## src/rtl/lp_rtc_pkg.sv

```systemverilog
package lp_rtc_pkg;
  localparam int unsigned DATA_W = 32;

  localparam logic [7:0] OFS_CTRL   = 8'h04;
  localparam logic [7:0] OFS_STATUS = 8'h18;
  localparam logic [7:0] OFS_CNT_HI = 8'h1C;
  localparam logic [7:0] OFS_CNT_LO = 8'h20;
  localparam logic [7:0] OFS_ALARM  = 8'h24;
  localparam logic [7:0] OFS_GUARD  = 8'h30;

  localparam int unsigned BIT_CNT_EN   = 0;
  localparam int unsigned BIT_ALARM_EN = 1;
  localparam int unsigned BIT_IRQ_EN   = 3;
  localparam int unsigned BIT_FLAG     = 0;

  localparam logic [DATA_W-1:0] GUARD_WORD = 32'h4173_6166;

  typedef struct packed {
    logic irq_en;
    logic alarm_en;
    logic cnt_en;
  } ctrl_t;
endpackage

```

## src/rtl/rtc_ctrl_sync.sv

```systemverilog
module rtc_ctrl_sync
  import lp_rtc_pkg::*;
(
  input  logic  clk_i,
  input  logic  rst_ni,
  input  logic  tick_i,
  input  logic  wr_i,
  input  ctrl_t wdata_i,
  output ctrl_t ctrl_o
);
  ctrl_t ctrl_q, pend_q;
  logic  pend_vld_q;

  always_ff @(posedge clk_i or negedge rst_ni) begin
    if (!rst_ni) begin
      ctrl_q     <= '0;
      pend_q     <= '0;
      pend_vld_q <= 1'b0;
    end else begin
      if (tick_i && pend_vld_q) ctrl_q <= pend_q;
      // a write in a tick cycle waits for the following tick
      if (wr_i) begin
        pend_q     <= wdata_i;
        pend_vld_q <= 1'b1;
      end else if (tick_i) begin
        pend_vld_q <= 1'b0;
      end
    end
  end

  assign ctrl_o = ctrl_q;
endmodule

```

## src/rtl/rtc_counter.sv

```systemverilog
module rtc_counter #(
  parameter int unsigned CNT_W  = 47,
  parameter int unsigned WORD_W = 32
) (
  input  logic              clk_i,
  input  logic              rst_ni,
  input  logic              tick_i,
  input  logic              en_i,
  input  logic              ld_lo_i,
  input  logic              ld_hi_i,
  input  logic [WORD_W-1:0] wdata_i,
  output logic [CNT_W-1:0]  cnt_o
);
  localparam int unsigned HI_W = CNT_W - WORD_W;

  logic [CNT_W-1:0] cnt_q;

  always_ff @(posedge clk_i or negedge rst_ni) begin
    if (!rst_ni) begin
      cnt_q <= '0;
    end else if (en_i) begin
      if (tick_i) cnt_q <= cnt_q + 1'b1;
    end else begin
      if (ld_lo_i) cnt_q[WORD_W-1:0]     <= wdata_i;
      if (ld_hi_i) cnt_q[CNT_W-1:WORD_W] <= wdata_i[HI_W-1:0];
    end
  end

  assign cnt_o = cnt_q;
endmodule

```

## src/rtl/rtc_alarm.sv

```systemverilog
module rtc_alarm #(
  parameter int unsigned SEC_W = 32
) (
  input  logic             clk_i,
  input  logic             rst_ni,
  input  logic [SEC_W-1:0] sec_i,
  input  logic             wr_alarm_i,
  input  logic [SEC_W-1:0] wdata_i,
  input  logic             clr_i,
  input  logic             alarm_en_i,
  input  logic             irq_en_i,
  output logic [SEC_W-1:0] alarm_o,
  output logic             flag_o,
  output logic             irq_o
);
  logic [SEC_W-1:0] alarm_q;
  logic             flag_q;
  logic             hit;

  assign hit = alarm_en_i && (sec_i == alarm_q);

  always_ff @(posedge clk_i or negedge rst_ni) begin
    if (!rst_ni) begin
      alarm_q <= '0;
      flag_q  <= 1'b0;
    end else begin
      if (wr_alarm_i) alarm_q <= wdata_i;
      // a live match overrides the clear
      flag_q <= (flag_q && !clr_i) || hit;
    end
  end

  assign alarm_o = alarm_q;
  assign flag_o  = flag_q;
  assign irq_o   = flag_q && alarm_en_i && irq_en_i;
endmodule

```

## src/rtl/lp_rtc_top.sv

```systemverilog
module lp_rtc_top
  import lp_rtc_pkg::*;
#(
  parameter int unsigned CNT_W   = 47,
  parameter int unsigned SUB_W   = 15,
  parameter int unsigned ADDR_W  = 8
) (
  input  logic              clk_i,
  input  logic              rst_ni,
  input  logic              tick_i,
  input  logic              req_i,
  input  logic              we_i,
  input  logic [ADDR_W-1:0] addr_i,
  input  logic [31:0]       wdata_i,
  output logic [31:0]       rdata_o,
  output logic              irq_o
);
  localparam int unsigned SEC_W = CNT_W - SUB_W;
  localparam int unsigned HI_W  = CNT_W - DATA_W;

  logic             wr;
  logic             wr_ctrl, wr_status, wr_hi, wr_lo, wr_alarm, wr_guard;
  ctrl_t            ctrl, ctrl_wd;
  logic [CNT_W-1:0] cnt;
  logic [SEC_W-1:0] alarm_val;
  logic             alarm_flag;
  logic [DATA_W-1:0] guard_q;

  assign wr        = req_i && we_i;
  assign wr_ctrl   = wr && (addr_i == ADDR_W'(OFS_CTRL));
  assign wr_status = wr && (addr_i == ADDR_W'(OFS_STATUS));
  assign wr_hi     = wr && (addr_i == ADDR_W'(OFS_CNT_HI));
  assign wr_lo     = wr && (addr_i == ADDR_W'(OFS_CNT_LO));
  assign wr_alarm  = wr && (addr_i == ADDR_W'(OFS_ALARM));
  assign wr_guard  = wr && (addr_i == ADDR_W'(OFS_GUARD));

  assign ctrl_wd.cnt_en   = wdata_i[BIT_CNT_EN];
  assign ctrl_wd.alarm_en = wdata_i[BIT_ALARM_EN];
  assign ctrl_wd.irq_en   = wdata_i[BIT_IRQ_EN];

  rtc_ctrl_sync u_ctrl (
    .clk_i  (clk_i),
    .rst_ni (rst_ni),
    .tick_i (tick_i),
    .wr_i   (wr_ctrl),
    .wdata_i(ctrl_wd),
    .ctrl_o (ctrl)
  );

  rtc_counter #(.CNT_W(CNT_W), .WORD_W(DATA_W)) u_cnt (
    .clk_i  (clk_i),
    .rst_ni (rst_ni),
    .tick_i (tick_i),
    .en_i   (ctrl.cnt_en),
    .ld_lo_i(wr_lo),
    .ld_hi_i(wr_hi),
    .wdata_i(wdata_i),
    .cnt_o  (cnt)
  );

  rtc_alarm #(.SEC_W(SEC_W)) u_alarm (
    .clk_i     (clk_i),
    .rst_ni    (rst_ni),
    .sec_i     (cnt[CNT_W-1:SUB_W]),
    .wr_alarm_i(wr_alarm),
    .wdata_i   (wdata_i[SEC_W-1:0]),
    .clr_i     (wr_status && wdata_i[BIT_FLAG]),
    .alarm_en_i(ctrl.alarm_en),
    .irq_en_i  (ctrl.irq_en),
    .alarm_o   (alarm_val),
    .flag_o    (alarm_flag),
    .irq_o     (irq_o)
  );

  always_ff @(posedge clk_i or negedge rst_ni) begin
    if (!rst_ni)       guard_q <= '0;
    else if (wr_guard) guard_q <= (wdata_i == GUARD_WORD) ? GUARD_WORD : '0;
  end

  always_comb begin
    rdata_o = '0;
    case (addr_i)
      ADDR_W'(OFS_CTRL): begin
        rdata_o[BIT_CNT_EN]   = ctrl.cnt_en;
        rdata_o[BIT_ALARM_EN] = ctrl.alarm_en;
        rdata_o[BIT_IRQ_EN]   = ctrl.irq_en;
      end
      ADDR_W'(OFS_STATUS): rdata_o[BIT_FLAG] = alarm_flag;
      ADDR_W'(OFS_CNT_HI): rdata_o[HI_W-1:0] = cnt[CNT_W-1:DATA_W];
      ADDR_W'(OFS_CNT_LO): rdata_o = cnt[DATA_W-1:0];
      ADDR_W'(OFS_ALARM):  rdata_o[SEC_W-1:0] = alarm_val;
      ADDR_W'(OFS_GUARD):  rdata_o = guard_q;
      default:             rdata_o = '0;
    endcase
  end
endmodule

```

## config.mk

```make
export PLATFORM = sky130hd
export DESIGN_NAME = lp_rtc_top
export DESIGN_NICKNAME = d
export VERILOG_FILES = /design/src/rtl/lp_rtc_pkg.sv /design/src/rtl/rtc_ctrl_sync.sv /design/src/rtl/rtc_counter.sv /design/src/rtl/rtc_alarm.sv /design/src/rtl/lp_rtc_top.sv
export SDC_FILE = /design/constraint.sdc
export NUM_CORES = 1
export LEC_CHECK = 0
export CAP_MARGIN = 10
export CORE_MARGIN = 4
export CORE_UTILIZATION = 61
export DETAILED_ROUTE_END_ITERATION = 7
export GPL_TIMING_DRIVEN = 0
export PLACE_DENSITY = 0.95
export SYNTH_ARGS = -nofsm -noshare
export SYNTH_HDL_FRONTEND = slang
export SYNTH_SLANG_ARGS = --single-unit
```

## constraint.sdc

```tcl
create_clock -name clk_i -period 4.2 [get_ports clk_i]
set_input_delay 0.63 -clock clk_i [delete_from_list [all_inputs] [get_ports clk_i]]
set_output_delay 0.63 -clock clk_i [all_outputs]
set_load 0.05 [all_outputs]
```

; ---- Word-level counts from Yosys, hierarchy flattened
; Index checks and enable logic that the tools add are counted.
[word_totals]
word_cells = 55
mem_count = 0
output_inout_bits = 33
rom_bits = 0
register_bits = 119
in_bits = 45
ram_bits = 0
latchBits = 0
[classes]
n_bitwise = 0
n_reduce_logical = 20
n_div = 0
multipliers = 0
magnitude_cmp = 0
addsub = 1
eq_ne = 9
n_mux = 13
shift = 0
[ops]
columns = operator, n
row1 = 2-to-1 mux 47 bit, 2
row2 = case mux 17 bit (3 select lines), 1
row3 = "adder 47 x 1 -> 47 bit, second input constant", 1
row4 = case mux 11 bit (4 select lines), 1
row5 = "equality test 32 x 31 -> 1 bit, second input constant", 1
row6 = equality test 32 bit, 1
row7 = 2-to-1 mux 32 bit, 1
row8 = 2-to-1 mux 31 bit, 1
row9 = "equality test 8 x 6 -> 1 bit, second input constant", 3
row10 = "equality test 8 x 5 -> 1 bit, second input constant", 2
row11 = 2-to-1 mux 15 bit, 1
row12 = logical AND 1 bit, 13
row13 = case mux 1 bit (5 select lines), 2
row14 = "equality test 8 x 3 -> 1 bit, second input constant", 1
row15 = case mux 1 bit (6 select lines), 1
row16 = nonzero test 2 bit, 3
row17 = case mux 1 bit (4 select lines), 1
row18 = AND reduction 2 bit, 2
row19 = 2-to-1 mux 1 bit, 2
row20 = "inequality test 2 bit, second input constant", 1
row21 = logical NOT 1 bit, 1
row22 = logical OR 1 bit, 1

; ---- Logic depth before layout (Yosys ltp)
[logic_depth]
ltp_word = 6
mapped_depth = 8
mapped_depth_nobuf = 6

; ---- By module
; Synthesis repeated with hierarchy kept, for this count alone.
[hier_totals]
hier_cells = 625
area_unflattened_um2 = 5774.3
[by_module_without_submodules]
columns = mod, instances, cells_per_inst, area_each_um2, seq_area_each_um2
row1 = rtc_counter, 1, 382, 3130.5, 1176.1
row2 = rtc_alarm, 1, 115, 1567.8, 825.8
row3 = lp_rtc_top, 1, 112, 803.3, 25.0
row4 = rtc_ctrl_sync, 1, 16, 272.8, 175.2

; ---- Least setup slack after synthesis
; OpenSTA, ideal clock, no wires.
[synth_path]
path_kind = input to output
start = in addr_i[0]
end = out rdata_o[17]
arrival_ps = 2582
path_slack_ps = 988
cell_stages = 6
required_ps = 3570
cell_sequence = or3_1 -> buf_2 -> or3b_1 -> nor4b_2 -> buf_2 -> a221o_1
[synth_between]
elab_chain_len = 2
elab_cells_between_ends = 4
classes_between = eq/ne: 3 / mux: 1
[synth_lines]
columns = element, line
row1 = from (decl), lp_rtc_top.sv:13  ; input logic [ADDR_W-1:0] addr_i,
row2 = equality test 8 x 6 -> 1 bit, lp_rtc_top.sv:82  ; case (addr_i)
row3 = case mux 17 bit (3 select lines) *, lp_rtc_top.sv:82
row4 = to (decl), lp_rtc_top.sv:15  ; output logic [31:0] rdata_o,
; Every way passes the cells marked *; elsewhere a longest branch is shown, timed or not.

; ---- Worst setup path after layout
[layout_path]
start = in addr_i[0]
end = out rdata_o[11]
[layout_between]
elab_chain_len = 2
elab_cells_between_ends = 5
classes_between = eq/ne: 4 / mux: 1
[layout_lines]
columns = element, line
row1 = equality test 8 x 6 -> 1 bit / equality test 8 x 5 -> 1 bit (equally long branches), lp_rtc_top.sv:82
row2 = case mux 11 bit (4 select lines) *, lp_rtc_top.sv:82
; Marks and branches as above.

==> out/metrics.csv <==
stage;metric;value;unit
sta;finalCritPeriodShare;99.1;%
global_route;grt_pass1_wl;34900;um
placement;io_buffers;76;
synth;avgSynthCellArea;9.22;um2
pwr;seq_power_share;53.7;%
drt;via_count;6531;
pwr;cellPowerDensity;249;nW/um2
floorplan;die_x;107;um
layout;drive_above_1_share;14.8;%
synth;synth-edff-count;0;
synth;synth_fa_ha_area_share;0.210;%
synth;syn_nets;691;
sta;period_minus_slack;4.16;ns
global_route;grt_use_total;40.8;%
clock_network;numCtsBuffers;9;
pwr;clock_power_share;32.1;%
synth;seq_area_frac_synth;37.0;%
worst_setup_path;critPathKind;input port to output port;
global_route;overflow;0;
sta;fin_tns_setup;0;ns
clock_network;path_clk_slew;0.09;ns
job;drv_cap;0;
sta;slew_headroom;15.1;%
synth;async_flop_share;100;%
drt;route.detailed.drc;0;
drt;first_pass_iters;8;
synth;muxShareOfSynthArea;9.06;%
global_route;antenna_found_initial;0;
placement;gp_congestion;1.11;
synth;synth_top_family_by_area;simple AND/OR/NAND/NOR gates;
worst_setup_path;cp_cell_sequence;clkdlybuf4s50_1 -> or3_1 -> buf_2 -> or3_1 -> nor2_4 -> buf_2 -> a222oi_1 -> inv_1 -> clkdlybuf4s50_1;
clock_network;cts.sinks;88;
pwr;ir_drop;0.178;mV
clock_network;clk_latency;0.38;ns
clock_network;holdBufCountCts;0;
worst_setup_path;critPathArrivalTime;3.53;ns
placement;dpl.hpwl;17400;um
drt;antenna_left;0;
worst_setup_path;path_max_fanout;10;
sta;finalHoldViolations;0;
floorplan;pin_count;78;
synth;syn_area;5950;um2
synth;synthSimpleGateAreaFrac;23.4;%
clock_network;cts.path.max_buffers;2;
worst_setup_path;cpMaxStageDelayCell;clkdlybuf4s50_1;
synth;synth-seq-cells;88;
clock_network;postCtsSetupBuffers;0;
drt;wirelength;23600;um
layout;synthToLayoutAreaGrowth;18.8;%
run_status;status;completed;
drt;routed_via_density;7.53;
sta;skew;0.0187;ns
sta;setup_violations;0;
floorplan;row_count;35;
pwr;power_leakage;3.37;nW
synth;synth_xor_area_share;4.56;%
synth;ys.flop_type;dfrtp_1;
pwr;p_int;1.21;mW
synth;synth_cells;645;
drt;wl_per_cell;27.2;um
sta;fmax;0.240;GHz
min_path;hp-class;input port to async pin;
layout;layoutNonFillerInstCount;867;
sta;drv_slew;0;
sta;worst_slew_pin_slew;1.26;ns
synth;ys_types;76;
worst_setup_path;cp.required;3.57;ns
clock_network;tritoncts;yes;
floorplan;die_h;107;um
placement;dpl.cell_count;851;
pwr;p_sw;0.552;mW
synth;yosys_warnings;0;
drt;drt_iter0_markers;1122;
layout;antenna_cells;0;
worst_setup_path;end_kind;output port;
worst_setup_path;critPathMaxStageDelay;0.81;ns
floorplan;start_util;63.5;%
layout;final_nets;779;
global_route;grt_max_degree;49;
worst_setup_path;start_kind;input port;
floorplan;core-area;9370;um2
clock_network;clockRootBuffer;clkbuf_8;
synth;synth-compound-area-share;21.3;%
floorplan;dieArea;11400;um2
clock_network;ctsHtreeMaxLevel;3;
pwr;p_sw_share;31.3;%
pwr;combPwrFrac;14.1;%
global_route;first_global_vias;6173;
## Yosys cell counts, types with 5 or more instances
cell type  instances  share of area, %
and3_1            13               1.4
o22a_1            11               1.6
o21a_1             5              0.63
nor4_1            17               1.8
or3_1              6              0.63
mux2_2            31               5.9
inv_1             14              0.88
clkbuf_1          32               2.0
dfrtp_1           88                37
o22ai_1            9              0.95
mux2i_1           10               1.7
nand2_1           49               3.1
buf_2             14               1.2
nand4_1           24               2.5
buf_1              7              0.44
a222oi_1           8               1.3
a221oi_1           6              0.88
mux2_1             8               1.5
a221o_1            7               1.2
o21ai_0           17               1.4
a21oi_1           52               4.4
nand3_1           17               1.4
xor2_1            28               4.1
a31oi_1           10               1.1
nor3_1            20               1.7
a22o_1            11               1.6
nor2_1            36               2.3
## worst max-delay path: cells and delay by family
kind / cells / cell delay, ns
AND/OR/NAND/NOR: 3 / 0.98
buffers and inverters: 5 / 1.80
AO/OA/AOI/OAI: 1 / 0.11
## path summary, 6_finish.rpt
path | slack [ns] | cells after the start | startpoint | to
setup reg to reg | 1.23 | 6 | u_cnt.cnt_o[1]$_DFFE_PN0P_ | u_cnt.cnt_o[44]$_DFFE_PN0P_
min in group clk_i | 0.51 | 1 | u_ctrl.pend_q[2]$_DFFE_PN0P_ | u_ctrl.pend_q[2]$_DFFE_PN0P_
setup / recovery | 0.04 | 9 | addr_i[0] | rdata_o[11]
max in group asynchronous | 3.32 | 2 | rst_ni | u_ctrl.pend_q[2]$_DFFE_PN0P_
hold reg to reg | 0.51 | 1 | u_ctrl.pend_q[2]$_DFFE_PN0P_ | u_ctrl.pend_q[2]$_DFFE_PN0P_
hold / removal | 0.24 | 1 | rst_ni | u_cnt.cnt_o[9]$_DFFE_PN0P_
## state kept, by name (all words and copies together) (netlist names)
signal / cells
u_cnt.cnt_o: 47
u_alarm.alarm_o: 32
u_ctrl.ctrl_o: 3
u_ctrl.pend_q: 3
guard_q: 1
u_alarm.flag_o: 1
u_ctrl.pend_vld_q: 1
## through the flow
step	area [um2]	power [mW]	setup slack, ns	hold WS, ns	util, %
5_1_grt	7070	1.80	-0.0170	0.273	75.4
3_5_place_dp	6900	1.20	-0.425	0.489	73.6
6_report	7070	1.76	0.0357	0.242	75.4
2_1_floorplan	5950	1.06	0.988	0.334	-
3_3_place_gp	6870	1.18	-0.721	0.482	73.3
4_1_cts	7070	1.73	0.0111	0.265	75.5
## cell usage in the layout, fill, tap and decap left out, types with 4 or more instances in the layout
cell	netlist	routed
clkbuf_1	32	29
nor4_1	17	17
mux2_2	31	31
or3_1	6	6
a221o_1	7	7
nor3_1	20	19
a31oi_1	10	10
o21a_1	5	5
a221oi_1	6	6
nand3_1	17	17
nor4bb_1	4	4
nand2_1	49	49
a22o_1	11	11
nand2b_1	4	4
nand4_1	24	24
a21oi_1	52	52
buf_1	7	5
nor2_1	36	36
mux2_1	8	8
a222oi_1	8	8
clkbuf_8	0	9
o22a_1	11	11
dfrtp_1	88	88
xor2_1	28	28
or4_1	4	4
dlymetal6s2s_1	0	13
o31ai_1	4	4
mux2i_1	10	10
buf_2	14	16
a2bb2oi_1	4	4
o21ai_0	17	17
clkdlybuf4s50_1	0	49
clkbuf_2	0	14
inv_1	14	14
and3_1	13	13
o22ai_1	9	9
a211oi_1	4	4
and4_1	4	4
## metal layers
layer | up-vias | global-route usage (%) | share of wire [%]
li1 | 2648 | - | -
met1 | 3009 | 52.0 | 34
met2 | 673 | 61.0 | 42
met3 | 201 | 14.5 | 16
met4 | 0 | 21.4 | 7.7
met5 | - | 0 | 0
## timing repair
item	CTS	global route
resized for setup	19	37
setup endpoints to repair	32	25
gates cloned	0	0
## cell families (layout without fill, tap and decap cells)
logic type | count (synthesis) | in the layout
AND/OR/NAND/NOR | 233 | 233
AO/OA/AOI/OAI | 176 | 176
flip-flops | 88 | 88
buffers and inverters | 67 | 160
multiplexers | 49 | 49
XOR/XNOR | 31 | 31
adder cells (fa/ha/maj) | 1 | 1
## area by class of cell
type	instances	area, um2
Tap cell	129	161
Fill cell	718	2300
Sequential cell	88	2200
Multi-Input combinational cell	490	3490
Buffer	53	224
Clock buffer	10	128
Clock inverter	6	45.0
Inverter	14	52.6
Timing Repair Buffer	77	764
## power by group through the flow
stage	clock network, mW	logic, mW	registers [mW]
final	0.566	0.249	0.946
after global routing	0.590	0.264	0.947
after CTS	0.551	0.240	0.940
after detailed placement	0	0.238	0.957
after global placement	0	0.229	0.955
after floorplan	0	0.123	0.938
No activity file was read; power rests on OpenSTA's default activity.
